`config.mk`:
```
export PLATFORM = sky130hd
export DESIGN_NAME = rst_state_mgr
export DESIGN_NICKNAME = d
export VERILOG_FILES = /design/src/rtl/rstm_pkg.sv /design/src/rtl/rstm_arbiter.sv /design/src/rtl/rstm_hold_timer.sv /design/src/rtl/rst_state_mgr.sv
export SDC_FILE = /design/constraint.sdc
export NUM_CORES = 1
export LEC_CHECK = 0
export BUFFER_PORTS_ARGS = -buffer_cell sky130_fd_sc_hd__buf_2
export CAP_MARGIN = 20
export CORE_UTILIZATION = 52
export DETAILED_ROUTE_END_ITERATION = 10
export GPL_TIMING_DRIVEN = 0
export PLACE_DENSITY = 0.82
export REMOVE_ABC_BUFFERS = 1
export SLEW_MARGIN = 20
export SYNTH_ARGS = -nofsm -noshare
export SYNTH_HDL_FRONTEND = slang
export SYNTH_SLANG_ARGS = --single-unit
```
`constraint.sdc`:
```
create_clock -name clk_i -period 1.7 [get_ports clk_i]
set_input_delay 0.255 -clock clk_i [delete_from_list [all_inputs] [get_ports clk_i]]
set_output_delay 0.255 -clock clk_i [all_outputs]
set_load 0.02 [all_outputs]
```
`src/rtl/rstm_pkg.sv`:
```
package rstm_pkg;

    // State codes double as the reset type codes latched on entry.
    typedef enum logic [2:0] {
        ST_PWR  = 3'd0,
        ST_BOD  = 3'd1,
        ST_WDT  = 3'd2,
        ST_SW   = 3'd3,
        ST_USR  = 3'd4,
        ST_IDLE = 3'd7
    } rst_state_e;

    localparam int unsigned TYPE_W = 3;

endpackage

```
`src/rtl/rstm_arbiter.sv`:
```
module rstm_arbiter
    import rstm_pkg::*;
(
    input  rst_state_e state_i,
    input  logic       bod_i,
    input  logic       wdt_i,
    input  logic       sw_i,
    input  logic       usr_req_i,
    input  logic       usr_hold_i,
    output logic       enter_o,
    output rst_state_e target_o
);

    always_comb begin
        enter_o  = 1'b0;
        target_o = state_i;
        unique case (state_i)
            ST_IDLE: begin
                if (bod_i) begin
                    enter_o = 1'b1; target_o = ST_BOD;
                end else if (wdt_i) begin
                    enter_o = 1'b1; target_o = ST_WDT;
                end else if (sw_i) begin
                    enter_o = 1'b1; target_o = ST_SW;
                end else if (usr_req_i) begin
                    enter_o = 1'b1; target_o = ST_USR;
                end
            end
            ST_PWR: begin
                enter_o = 1'b0;
            end
            ST_BOD: begin
                if (bod_i) begin
                    enter_o = 1'b1; target_o = ST_BOD;
                end
            end
            ST_WDT: begin
                if (bod_i) begin
                    enter_o = 1'b1; target_o = ST_BOD;
                end
            end
            ST_SW: begin
                if (bod_i) begin
                    enter_o = 1'b1; target_o = ST_BOD;
                end else if (wdt_i) begin
                    enter_o = 1'b1; target_o = ST_WDT;
                end
            end
            ST_USR: begin
                if (bod_i) begin
                    enter_o = 1'b1; target_o = ST_BOD;
                end else if (usr_hold_i) begin
                    enter_o = 1'b1; target_o = ST_USR;
                end
            end
            default: begin
                enter_o = 1'b0;
            end
        endcase
    end

endmodule

```
`src/rtl/rstm_hold_timer.sv`:
```
module rstm_hold_timer #(
    parameter int unsigned HOLD = 16
) (
    input  logic clk_i,
    input  logic por_i,
    input  logic load_i,
    input  logic run_i,
    output logic expired_o
);

    localparam int unsigned CW = (HOLD > 1) ? $clog2(HOLD) : 1;
    localparam logic [CW-1:0] LOAD_VAL = CW'(HOLD - 1);

    typedef struct packed {
        logic [CW-1:0] cnt;
    } tmr_t;

    tmr_t tmr_d, tmr_q;

    always_comb begin
        tmr_d = tmr_q;
        if (load_i) begin
            tmr_d.cnt = LOAD_VAL;
        end else if (run_i && (tmr_q.cnt != '0)) begin
            tmr_d.cnt = tmr_q.cnt - 1'b1;
        end
    end

    always_ff @(posedge clk_i or posedge por_i) begin
        if (por_i) begin
            tmr_q.cnt <= LOAD_VAL;
        end else begin
            tmr_q <= tmr_d;
        end
    end

    assign expired_o = (tmr_q.cnt == '0);

endmodule

```
`src/rtl/rst_state_mgr.sv`:
```
module rst_state_mgr
    import rstm_pkg::*;
#(
    parameter int unsigned HOLD_CYCLES = 16
) (
    input  logic                clk_i,
    input  logic                por_i,
    input  logic                bod_i,
    input  logic                wdt_evt_i,
    input  logic                sw_req_i,
    input  logic                sw_periph_i,
    input  logic                ext_rst_ni,
    input  logic                ext_en_i,
    output logic                cpu_rst_o,
    output logic                periph_rst_o,
    output logic                sw_busy_o,
    output logic [TYPE_W-1:0]   last_type_o
);

    typedef struct packed {
        rst_state_e        state;
        logic [TYPE_W-1:0] kind;
        logic              sw_per;
        logic              ext;
    } ctl_t;

    ctl_t       ctl_d, ctl_q;
    logic       enter;
    rst_state_e target;
    logic       expired;
    logic       in_reset;

    assign in_reset = (ctl_q.state != ST_IDLE);

    rstm_arbiter u_arb (
        .state_i    (ctl_q.state),
        .bod_i      (bod_i),
        .wdt_i      (wdt_evt_i),
        .sw_i       (sw_req_i),
        .usr_req_i  (!ctl_q.ext && ext_en_i),
        .usr_hold_i (!ctl_q.ext),
        .enter_o    (enter),
        .target_o   (target)
    );

    rstm_hold_timer #(
        .HOLD (HOLD_CYCLES)
    ) u_tmr (
        .clk_i     (clk_i),
        .por_i     (por_i),
        .load_i    (enter),
        .run_i     (in_reset),
        .expired_o (expired)
    );

    always_comb begin
        ctl_d     = ctl_q;
        ctl_d.ext = ext_rst_ni;
        if (enter) begin
            ctl_d.state = target;
            ctl_d.kind  = TYPE_W'(target);
            if (target == ST_SW) begin
                ctl_d.sw_per = sw_periph_i;
            end
        end else if (in_reset && expired) begin
            ctl_d.state = ST_IDLE;
        end
    end

    always_ff @(posedge clk_i or posedge por_i) begin
        if (por_i) begin
            ctl_q.state  <= ST_PWR;
            ctl_q.kind   <= TYPE_W'(ST_PWR);
            ctl_q.sw_per <= 1'b1;
            ctl_q.ext    <= 1'b1;
        end else begin
            ctl_q <= ctl_d;
        end
    end

    assign cpu_rst_o    = in_reset;
    assign periph_rst_o = in_reset && !((ctl_q.state == ST_SW) && !ctl_q.sw_per);
    assign sw_busy_o    = (ctl_q.state == ST_SW);
    assign last_type_o  = ctl_q.kind;

endmodule

```
==> flow_metrics.tcl <==
set metrics [dict create \
    via_per_inst 5.44 \
    n_fill_cell 114 \
    yosysTopAreaCell "dfstp_2" \
    yosys_register_bits 12 \
    cp_max_fo 9 \
    grt-busiest-layer "met2" \
    slowest_stage "o32ai_1" \
    grt_max_degree 13 \
    maxSlewViolCount 0 \
    synth_top_area_share_pct 21.2 \
    syn_area_um2 742 \
    grtUsageMet3_pct 8.52 \
    synth-edff-count 0 \
    grt_pass1_vias 539 \
    max_cap_viol_count 0 \
    finalCriticalPeriod_ns 1.62 \
    syn_avg_cell_area_um2 9.39 \
    grt_overflow 0 \
    synthToLayoutAreaGrowth_pct 14.7 \
    dpl.hpwl_um 1010 \
    antenna_found_initial 0 \
    worstSkewPairLatency_ns 0.29 \
    status "complete, no violations" \
    maxSlewHeadroom_pct 62.4 \
    dieArea_mm2 0.00158 \
    avgRoutedWirePerCell_um 13.0 \
    numCtsBuffers 3 \
    total_leakage_power_nw 0.387 \
    initial_utilization_pct 56.3 \
    multi_input_comb_area_um2 354 \
    final_net_count 102 \
    dr.pass1.iters 4 \
    yosysMostFrequentCell "inv_1" \
    cts.reportedPaths.clkPinSlew_ns 0.07 \
    cp.required_ns 1.84 \
    core_mm2 0.00132 \
    wl_um 1390 \
    vias 582 \
    arrival_ns 1.76 \
    cts_tree "yes" \
    dp_worst_setup_slack_ns 0.00270 \
    end_kind "flop" \
    syn_inst 79 \
    gp_congestion 0.938 \
    synth.top_cells.by_area "dfstp_2 (21%), dfrtp_1 (20%), mux2i_1 (5.4%)" \
    period_share_pct 95.3 \
    synthArstFlopShare_pct 100 \
    p_per_area_mw_per_mm2 720 \
    final_layout_size_suffix_gt1_share_pct 34.8 \
    tns_ns 0 \
    clock_skew_ns 0.0110 \
    hold_viol 0 \
    worstMarginPinSlew_ns 0.562 \
    cts_root_buffer "clkbuf_4" \
    synth_commonest_cells "inv_1 (10), dfrtp_1 (6), dfstp_2 (6), nand2_1 (6), nor2_1 (6)" \
    grt_first_pass_wirelength_um 2220 \
    ff_latch_area_um2 309 \
    yosys_warnings 0 \
    hold_class "input pin to flop" \
    ys_seq_area_share_pct 41.5 \
    slowest_delay_ns 0.49 \
    use_met2_pct 32.0 \
    postLayoutCoreUtil_pct 64.6 \
    met1_usage_pct 26.7 \
    portBuffers 13 \
    fmax_mhz 617 \
    num_rows 13 \
    worst-setup-path-type "flop to flop" \
    ys_types 35 \
    die_h_um 39.8 \
    finalSetupViolCount 0 \
    synth_flop_cell "dfstp_2" \
    die_x_um 39.8 \
    irDropWorstVdd_uv 512 \
    final_antenna_net_count 0 \
    clock-sinks 12 \
    track_usage_pct 22.9 \
    drcViolationCount 0 \
    cts_max_level 1 \
    antenna_cells 0 \
    critPathLaunchType "flop" \
    drt_iter0_markers 13 \
    crit_chain "nand2b_4 -> o32ai_1 -> nor3_4 -> buf_12 -> mux2i_1" \
    setup_ws_ns 0.0805 \
    boundaryPins 14 \
    clock_path_buffers 2 \
]
-- kinds of logic after synthesis --
kind of cell | after synthesis | share of synthesized area, %
adders and majority gates | 1 | 1.69
and+or+nand+nor | 26 | 20.2
DFF | 12 | 41.5
AOI/OAI and AO/OA | 16 | 14.8
xor gates and xnor gates | 3 | 3.54
buffers and inverters | 16 | 11.3
muxes | 5 | 6.91
-- worst paths after layout --
kind                                     start              to  slack [ns]  depth (start not counted)
worst max register to register        ctl_q[6]        ctl_q[7]        0.08                          5
worst min-delay path                ext_rst_ni        ctl_q[0]        0.07                          1
worst min register to register  last_type_o[1]  last_type_o[1]        0.52                          2
min in group asynchronous                por_i  last_type_o[2]        0.50                          3
max in group asynchronous                por_i        ctl_q[1]        0.85                          3
worst max-delay path                  ctl_q[6]        ctl_q[7]        0.08                          5
-- repair_timing --
item | in CTS | in global routing
hold buffers | 1 | 0
endpoints found under the setup margin | 0 | 8
endpoints found under the hold margin | 6 | 0
buffers inserted | 0 | 1
gates resized for setup | 0 | 2
-- metrics by stage --
stage	instance area, um2	hold WS, ns	std cells	power, mW
floorplan	696	0.115	73	0.353
global placement	779	0.267	101	0.373
detailed placement	779	0.274	101	0.376
CTS	826	0.0672	106	0.609
global route	851	0.0569	107	0.637
finish	851	0.0684	107	0.613
-- per-layer routing --
layer,routed length [um],vias to the layer above,part of all wire (%)
met1,607,271,44
met5,0,-,0
li1,-,293,-
met3,61,5,4.4
met4,48,0,3.4
met2,676,13,49
-- cell usage in the layout, fill, tap and decap left out, types with 2 or more instances in the layout --
master    instances
a31oi_1           2
buf_2            13
clkbuf_4          3
dfrtp_1           5
dfstp_2           6
inv_1            10
mux2i_1           4
nand2_1           6
nand2b_1          2
nand3_1           2
nor2_1            6
o21ai_0           4
o31ai_1           2
xnor2_1           2
-- critical path, delay by kind of cell (launching register included) --
family,cells,cell delay [ns]
buffers and inverters,1,0.16
multiplexers,1,0.11
flip-flops,1,0.47
AO/OA/AOI/OAI,1,0.49
AND/OR/NAND/NOR,2,0.25
-- flip-flops by register name (all words and copies together) (netlist names) --
name	count
last_type_o	3
ctl_q	5
u_tmr.tmr_q	4
-- cell type report --
cell class,instances,area share (%)
Multi-Input combinational cell,51,41.6
Sequential cell,12,36.3
Timing Repair Buffer,15,11.2
Inverter,10,4.41
Clock buffer,4,4.26
Tap cell,15,2.21
-- where the power goes --
group	internal (mW)	switching, mW
Combinational	0.0319	0.0367
Clock	0.131	0.104
Sequential	0.303	0.00739
No activity file was read; power rests on OpenSTA's default activity.
